File: src/rtl/sport_pkg.sv
package sport_pkg;
    localparam int BUS_W   = 16;
    localparam int ADDR_W  = 2;
    localparam int CHAR_W  = 8;

    localparam logic [ADDR_W-1:0] A_DATA = 2'd0;
    localparam logic [ADDR_W-1:0] A_STAT = 2'd1;
    localparam logic [ADDR_W-1:0] A_DIV  = 2'd2;

    typedef enum logic [1:0] {
        TX_IDLE, TX_START, TX_DATA, TX_STOP
    } tx_state_t;

    typedef enum logic [1:0] {
        RX_IDLE, RX_START, RX_DATA, RX_STOP
    } rx_state_t;
endpackage

File: src/rtl/sport_tick.sv
module sport_tick #(
    parameter int DIV_W = 8
) (
    input  logic             clk,
    input  logic             rst_n,
    input  logic [DIV_W-1:0] div,
    output logic             tick
);
    logic [DIV_W-1:0] cnt;
    logic [DIV_W-1:0] limit;

    always_comb begin
        limit = (div == '0) ? '0 : div - 1'b1;
        tick  = (cnt >= limit);
    end

    always_ff @(posedge clk or negedge rst_n) begin
        if (!rst_n)    cnt <= '0;
        else if (tick) cnt <= '0;
        else           cnt <= cnt + 1'b1;
    end
endmodule

File: src/rtl/sport_tx.sv
module sport_tx
    import sport_pkg::*;
#(
    parameter int OVS = 16
) (
    input  logic              clk,
    input  logic              rst_n,
    input  logic              tick,
    input  logic              wr,
    input  logic [CHAR_W-1:0] wdata,
    output logic              full,
    output logic [CHAR_W-1:0] hold,
    output logic              txd
);
    localparam int CNT_W = $clog2(OVS);
    localparam int BIT_W = $clog2(CHAR_W);

    tx_state_t         state;
    logic [CNT_W-1:0]  tcnt;
    logic [BIT_W-1:0]  bitn;
    logic [CHAR_W-1:0] shreg;
    logic              last_tick;

    assign last_tick = (tcnt == CNT_W'(OVS - 1));

    always_ff @(posedge clk or negedge rst_n) begin
        if (!rst_n) begin
            state <= TX_IDLE;
            tcnt  <= '0;
            bitn  <= '0;
            shreg <= '0;
            hold  <= '0;
            full  <= 1'b0;
        end else begin
            if (wr && !full) begin
                hold <= wdata;
                full <= 1'b1;
            end
            if (tick) begin
                unique case (state)
                    TX_IDLE: if (full) begin
                        shreg <= hold;
                        full  <= 1'b0;
                        tcnt  <= '0;
                        state <= TX_START;
                    end
                    TX_START: if (last_tick) begin
                        tcnt  <= '0;
                        bitn  <= '0;
                        state <= TX_DATA;
                    end else tcnt <= tcnt + 1'b1;
                    TX_DATA: if (last_tick) begin
                        tcnt  <= '0;
                        shreg <= shreg >> 1;
                        if (bitn == BIT_W'(CHAR_W - 1)) state <= TX_STOP;
                        else bitn <= bitn + 1'b1;
                    end else tcnt <= tcnt + 1'b1;
                    TX_STOP: if (last_tick) begin
                        tcnt  <= '0;
                        state <= TX_IDLE;
                    end else tcnt <= tcnt + 1'b1;
                endcase
            end
        end
    end

    always_comb begin
        unique case (state)
            TX_START: txd = 1'b0;
            TX_DATA:  txd = shreg[0];
            default:  txd = 1'b1;
        endcase
    end
endmodule

File: src/rtl/sport_rx.sv
module sport_rx
    import sport_pkg::*;
#(
    parameter int OVS = 16
) (
    input  logic              clk,
    input  logic              rst_n,
    input  logic              tick,
    input  logic              rxd,
    input  logic              clr,
    output logic [CHAR_W-1:0] data,
    output logic              full,
    output logic              ovf,
    output logic              ferr,
    output logic              done
);
    localparam int CNT_W = $clog2(OVS);
    localparam int BIT_W = $clog2(CHAR_W);

    rx_state_t         state;
    logic [CNT_W-1:0]  tcnt;
    logic [BIT_W-1:0]  bitn;
    logic [CHAR_W-1:0] shreg;
    logic [1:0]        sync;
    logic              rx_s;
    logic              last_tick;

    assign rx_s      = sync[1];
    assign last_tick = (tcnt == CNT_W'(OVS - 1));
    assign done      = tick && (state == RX_STOP) && last_tick;

    always_ff @(posedge clk or negedge rst_n) begin
        if (!rst_n) sync <= 2'b11;
        else        sync <= {sync[0], rxd};
    end

    always_ff @(posedge clk or negedge rst_n) begin
        if (!rst_n) begin
            state <= RX_IDLE;
            tcnt  <= '0;
            bitn  <= '0;
            shreg <= '0;
        end else if (tick) begin
            unique case (state)
                RX_IDLE: if (!rx_s) begin
                    tcnt  <= '0;
                    state <= RX_START;
                end
                RX_START: if (tcnt == CNT_W'(OVS / 2 - 1)) begin
                    tcnt  <= '0;
                    bitn  <= '0;
                    state <= rx_s ? RX_IDLE : RX_DATA;
                end else tcnt <= tcnt + 1'b1;
                RX_DATA: if (last_tick) begin
                    tcnt  <= '0;
                    shreg <= {rx_s, shreg[CHAR_W-1:1]};
                    if (bitn == BIT_W'(CHAR_W - 1)) state <= RX_STOP;
                    else bitn <= bitn + 1'b1;
                end else tcnt <= tcnt + 1'b1;
                RX_STOP: if (last_tick) begin
                    tcnt  <= '0;
                    state <= RX_IDLE;
                end else tcnt <= tcnt + 1'b1;
            endcase
        end
    end

    always_ff @(posedge clk or negedge rst_n) begin
        if (!rst_n) begin
            data <= '0;
            full <= 1'b0;
            ovf  <= 1'b0;
            ferr <= 1'b0;
        end else begin
            if (clr) begin
                full <= 1'b0;
                ovf  <= 1'b0;
                ferr <= 1'b0;
            end
            if (done) begin
                data <= shreg;
                full <= 1'b1;
                if (full && !clr) ovf  <= 1'b1;
                if (!rx_s)        ferr <= 1'b1;
            end
        end
    end
endmodule

File: src/rtl/sport_top.sv
module sport_top
    import sport_pkg::*;
#(
    parameter int         DIV_W     = 8,
    parameter int         OVS       = 16,
    parameter logic [7:0] DIV_RESET = 8'd49
) (
    input  logic              clk,
    input  logic              rst_n,
    input  logic [ADDR_W-1:0] bus_addr,
    input  logic              bus_wr,
    input  logic              bus_rd,
    input  logic [BUS_W-1:0]  bus_wdata,
    output logic [BUS_W-1:0]  bus_rdata,
    input  logic              rxd,
    output logic              txd
);
    localparam int PAD_W = BUS_W - CHAR_W;

    logic [DIV_W-1:0]  div_q;
    logic              tick;
    logic              wr_tx, rd_rx;
    logic              tx_full;
    logic [CHAR_W-1:0] tx_hold;
    logic [CHAR_W-1:0] rx_data;
    logic              rx_full, rx_ovf, rx_ferr, rx_done;

    assign wr_tx = bus_wr && (bus_addr == A_DATA);
    assign rd_rx = bus_rd && (bus_addr == A_DATA);

    always_ff @(posedge clk or negedge rst_n) begin
        if (!rst_n)                             div_q <= DIV_W'(DIV_RESET);
        else if (bus_wr && bus_addr == A_DIV)   div_q <= bus_wdata[DIV_W-1:0];
    end

    sport_tick #(.DIV_W(DIV_W)) u_tick (
        .clk(clk), .rst_n(rst_n), .div(div_q), .tick(tick)
    );

    sport_tx #(.OVS(OVS)) u_tx (
        .clk(clk), .rst_n(rst_n), .tick(tick), .wr(wr_tx),
        .wdata(bus_wdata[CHAR_W-1:0]), .full(tx_full), .hold(tx_hold),
        .txd(txd)
    );

    sport_rx #(.OVS(OVS)) u_rx (
        .clk(clk), .rst_n(rst_n), .tick(tick), .rxd(rxd), .clr(rd_rx),
        .data(rx_data), .full(rx_full), .ovf(rx_ovf), .ferr(rx_ferr),
        .done(rx_done)
    );

    always_comb begin
        unique case (bus_addr)
            A_DATA:  bus_rdata = {{PAD_W{1'b1}}, rx_data};
            A_STAT:  bus_rdata = {{PAD_W{1'b1}}, tx_full, rx_full, rx_ovf, rx_ferr, 4'hF};
            A_DIV:   bus_rdata = BUS_W'(div_q);
            default: bus_rdata = '1;
        endcase
    end
endmodule

File: config.mk
export PLATFORM = sky130hd
export DESIGN_NAME = sport_top
export DESIGN_NICKNAME = d
export VERILOG_FILES = /design/src/rtl/sport_pkg.sv /design/src/rtl/sport_tick.sv /design/src/rtl/sport_tx.sv /design/src/rtl/sport_rx.sv /design/src/rtl/sport_top.sv
export SDC_FILE = /design/constraint.sdc
export NUM_CORES = 1
export LEC_CHECK = 0
export CORE_UTILIZATION = 30
export DETAILED_ROUTE_END_ITERATION = 10
export GPL_TIMING_DRIVEN = 0
export SETUP_SLACK_MARGIN = 0.1
export SLEW_MARGIN = 20
export SYNTH_ARGS = -nofsm -noshare
export SYNTH_HDL_FRONTEND = slang
export SYNTH_SLANG_ARGS = --single-unit
File: constraint.sdc
create_clock -name clk -period 5.2 [get_ports clk]
set_clock_uncertainty 0.1 [all_clocks]
set_input_delay 0.78 -clock clk [delete_from_list [all_inputs] [get_ports clk]]
set_output_delay 0.78 -clock clk [all_outputs]
set_load 0.03 [all_outputs]
After elaboration in Yosys (flattened, before gate mapping)
Cells that the tools add are included.
Storage, ports and cells
  bits in registers: 72
  output and inout port bits: 17
  word-level logic and storage cells: 123
Operators by class
  add/sub/neg operators: 6
  order comparisons: 1
  equality and inequality tests: 25
  muxes and demuxes: 47
  reduce and logical (&&, ||, !) cells: 27
Operator list (number)
  $pmux 16 s3: 1
  $mux 8: 4
  $mux 2: 11
  $mux 4: 5
  $mux 3: 6
  $ne 2x1->1 const B: 9
  $pmux 2 s4: 2
  $pmux 8 s2: 1
  $mux 1: 12
  $pmux 3 s2: 2
  $pmux 4 s3: 1
  $reduce_and 6->1: 2
  $eq 2x2->1 const B: 5
  $reduce_and 5->1: 2
  $add 4x1->4 const B: 2
  $add 8x1->8 const B: 1
  $eq 4x4->1 const B: 2
  $ge 8x8->1: 1
  $logic_not 8->1: 1
  $pmux 4 s2: 1
  $reduce_bool 2->1: 4
  $sub 8x1->8 const B: 1
  $logic_and 1x1->1: 7
  $add 3x1->3 const B: 2
  other kinds (12): 21

Depth between registers and ports, before layout
  depth after elaboration: 7
  depth in mapped cells: 13

By module
A second synthesis with hierarchy kept.
Unflattened totals
  cell total of the unflattened synthesis: 344
  area total of the unflattened synthesis: 4045.1 µm²
By module, submodules not included
  sport_rx: instances 1, cells each 99, area each 1398.8 µm², sequential area each 753.2 µm²
  sport_tx: instances 1, cells each 124, area each 1378.8 µm², sequential area each 650.6 µm²
  sport_tick: instances 1, cells each 74, area each 683.2 µm², sequential area each 200.2 µm²
  sport_top: instances 1, cells each 47, area each 584.3 µm², sequential area each 203.9 µm²

Worst setup path before layout
OpenSTA, ideal clock, no wires.
  kind: register to register
  start: reg div_q[3]
  end: reg u_rx.shreg[0]
  setup time: 125 ps
  arrival time: 2828 ps
  setup slack: 2147 ps
  stages on the path, launching flop included: 11
  cells stage by stage: dfrtp_1 > or3_1 > nor3_1 > nand3b_1 > and2_1 > ha_1 > nand2b_1 > a21oi_2 > o32ai_2 > nor3b_4 > mux2_2
Between the ends
  cells in the longest elaborated chain, start to end: 4
RTL lines
  start: declaration: RTL line sport_top.sv:20  | logic [DIV_W-1:0] div_q;
  start signal: assignment: RTL line sport_top.sv:32  | if (!rst_n) div_q <= DIV_W'(DIV_RESET);
  start signal: assignment: RTL line sport_top.sv:33  | else if (bus_wr && bus_addr == A_DIV) div_q <= bus_wdata[DIV_W-1:0];
  $sub 8x1->8 / $logic_not 8->1 (equally long branches): RTL line sport_tick.sv:13  | limit = (div == '0) ? '0 : div - 1'b1;
  $mux 8 *: RTL line sport_tick.sv:13
  $ge 8x8->1 *: RTL line sport_tick.sv:14  | tick = (cnt >= limit);
  $reduce_and 3->1 (no line) *
  end signal: assignment: RTL line sport_rx.sv:56  | shreg <= {rx_s, shreg[CHAR_W-1:1]};
  end: declaration: RTL line sport_rx.sv:23  | logic [CHAR_W-1:0] shreg;
Mark *: on every way between the ends. The rest lies on a longest branch, timed or not.
A chain may end at the register's enable or synchronous reset.

Worst setup path after layout
  start: in bus_addr[0]
  end: out bus_rdata[11]
Between the ends
  cells in the longest elaborated chain, start to end: 2
RTL lines
  start: declaration: RTL line sport_top.sv:10  | input logic [ADDR_W-1:0] bus_addr,
  $eq 2x2->1, or another cell as far along: RTL line sport_top.sv:53  | unique case (bus_addr)
  $pmux 16 s3 *: RTL line sport_top.sv:53
  end: declaration: RTL line sport_top.sv:14  | output logic [BUS_W-1:0] bus_rdata,
Marks and branches as above.

==> results.md <==
- Status: completed
- Synth Instances: 326
- Synthesized area: 3860 um^2
- Share of layout cells above drive strength 1: 25.2%
- CP required: 4320 ps
- # Post-CTS Setup Buffers: 0
- Mean routed wirelength per cell: 14.1 um
- First-pass GRT wire length: 12.9 mm
- Flops & latches, synth: 72
- CTS clock-pin slew for the worst setup and hold paths: 60 ps
- Initial antenna violation count: 0
- Fin util: 37.4%
- Met3 Routed Length: 208 um
- Syn-to-layout area delta: 21.8%
- Sequential-to-total area share from yosys stat: 46.9%
- CTS sink count: 72
- Syn avg cell area: 11.8 um^2
- Max-Cap Viols: 0
- GP Congestion: 0.801
- Final WL: 7.68 mm
- Setup-failing EPs final: 0
- # IOs: 40
- Final number of hold-violating endpoints: 0
- Clock Tree Root: clkbuf_16
- PostCTS Resize Cnt: 0
- Final HPWL DP: 5.76 mm
- Hold_ws: 209 ps
- EDFF count, synth: 0
- Wire length on met2: 3.75 mm
- Warnings from Yosys: 0
- Die Span Y: 115 um
- CTS Hold Bufs: 0
- IO Port Bufs: 30
- Sw power: 704 uW
- Final ANT Viol Nets: 0
- Top-count cell post-synth: dfrtp_1
- Max IR drop VDD: 0.211 mV
- Vias: 2569
- CP arrival: 2820 ps
- Worst setup EP type: output port
- Least-Margin Pin Slew: 976 ps
- P_leak: 0.00218 uW
- Worst Path Class, Setup: input port to output port
- DRC violation count after routing: 0
- Power Dens Cells: 459 nW/um^2
- Final count of pins violating max slew: 0
- Via density: 4.71
- RSZ-0062 raised after global routing: no
- Synth Net Count: 370
- Initial DRC Count: 90
- P_int: 1450 uW
- H-tree Lvls: 3
- Die W: 115 um
- Netlist cell types: 47
- CTS max path bufs: 2
- Ant. Diodes: 0
- Asr flop ratio synth: 100%
- Gr usage total: 12.7%
- Worst-case reg-to-reg path depth: 10
- Comb power frac: 32.9%
- DRT Pass-1 Iters: 4
- Later-pin clock latency in the skew report: 330 ps
- Final min period: 3700 ps
- Top post-synthesis cells by area: dfrtp_1, mux2_2, ha_1, dfstp_2, mux2_4
- Num rows: 41
- Initial Util: 30.7%
- Largest net degree at the start of global routing: 60
- Final Cycle Share: 71.1%
- Clock tree from TritonCTS: yes
- Prevailing post-synth register cell: dfrtp_1
- Crit-path max FO: 10
- Filler Cell Count: 1242
- Startpoint types: input port
- Switching part of the total: 32.7%
- Top cell type's share of synthesized area: 43.5%
- Clk pwr share: 28.2%
- Post-synth top area cell: dfrtp_1
- Core area: 12600 um^2
- Worst hold-check path type: input port to async pin
- Fin nets: 412
- Max Used Layer: met4
- Setup TNS Final: 0 ps
- CTS buffer count: 9
- Synth top cells by count: dfrtp_1, mux2_2, ha_1
- Die Area: 13300 um^2
- Slew margin rel.: 34.8%
- DRT met1 WL: 3.57 mm
- Max Freq: 0.270 GHz
- Total grt overflow: 0
- Vias in the first global route: 2592
- Register share of total power: 38.9%
-- power by group through the flow --
stage | Combinational [uW] | Clock, uW | Sequential [uW]
after floorplan | 558 | 0 | 798
after global placement | 680 | 0 | 837
after detailed placement | 712 | 0 | 849
after CTS | 719 | 625 | 840
after global routing | 794 | 648 | 859
final | 710 | 608 | 839
-- path summary, 6_finish.rpt --
kind | from | to | slack (ps)
hold / removal | rst_n | u_tx.tcnt[3] | 210
hold reg to reg | u_rx.sync[0] | u_rx.sync[1] | 260
setup / recovery | bus_addr[0] | bus_rdata[11] | 1500
setup reg to reg | div_q[3] | u_rx.shreg[2] | 1760
max in group asynchronous | rst_n | u_rx.sync[0] | 4200
min in group clk | u_rx.sync[0] | u_rx.sync[1] | 260
-- final cells by class --
cell class | instances | area (um^2) | share of cell area [%]
Multi-Input combinational cell | 226 | 1900 | 40.5
Sequential cell | 72 | 1810 | 38.5
Timing Repair Buffer | 31 | 325 | 6.93
Clock buffer | 11 | 243 | 5.17
Tap cell | 172 | 215 | 4.58
Buffer | 17 | 105 | 2.24
Clock inverter | 5 | 56.3 | 1.20
Inverter | 11 | 41.3 | 0.879
-- logic make-up after synthesis --
logic type	count (synthesis)	synth area share, %
simple gates	91	13.1
flops	72	46.9
mux	60	18.1
compound gates	44	9.02
buf+inv	28	3.80
fa+ha+maj	21	6.81
xor+xnor	10	2.27
-- through the flow --
step	total power, uW	setup WS, ps	cell area, um^2	std cells
floorplan	1360	2150	3860	326
global placement	1520	802	4370	528
detailed placement	1560	1470	4400	529
CTS	2180	1470	4700	545
global route	2300	1350	4700	545
finish	2160	1500	4700	545
-- flip-flops by register name, indices dropped and copies added (netlist names), named ones only --
register	flops
u_rx.data	8
u_rx.ovf	1
u_tx.full	1
u_rx.full	1
u_tx.hold	8
u_tx.tcnt	4
u_tx.state	2
u_tx.shreg	8
u_rx.sync	2
u_rx.tcnt	4
div_q	8
u_rx.shreg	8
u_tick.cnt	8
u_rx.ferr	1
u_rx.bitn	3
u_rx.state	1
u_tx.bitn	3
-- cells in the final DEF, fill, tap and decap left out, types with 2 or more instances in the layout --
| cell | n |
|---|---|
| and2_1 | 2 |
| a211o_1 | 4 |
| dfrtp_1 | 67 |
| a21o_1 | 2 |
| mux2i_1 | 5 |
| nand3b_1 | 3 |
| clkinv_2 | 2 |
| o21ai_0 | 6 |
| a22o_1 | 3 |
| o2bb2ai_1 | 5 |
| nand4_1 | 2 |
| and3_1 | 6 |
| a21oi_1 | 7 |
| clkbuf_1 | 8 |
| nand2_1 | 18 |
| xor2_1 | 7 |
| nand3_1 | 10 |
| dfstp_2 | 5 |
| nand2b_1 | 6 |
| nor2b_1 | 10 |
| o22a_1 | 3 |
| nor4b_2 | 2 |
| xnor2_1 | 3 |
| nor3_1 | 6 |
| clkdlybuf4s50_1 | 29 |
| a31oi_1 | 3 |
| clkbuf_16 | 9 |
| mux2_2 | 47 |
| a41oi_1 | 3 |
| nor2_1 | 19 |
| or3_1 | 2 |
| ha_1 | 21 |
| buf_6 | 2 |
| mux2_4 | 8 |
| buf_4 | 8 |
| inv_1 | 11 |
-- worst max-delay path: stages --
cell	delay (ps)
clkdlybuf4s50_1	570
clkbuf_1	350
nand2b_1	300
buf_4	160
clkdlybuf4s50_1	650
-- layer usage --
metal / GRT usage (%) / vias up
li1: - / 1253
met1: 16.5 / 1276
met2: 20.4 / 28
met3: 2.69 / 12
met4: 5.63 / 0
met5: 0 / -
(Power assumes the default switching activity.)
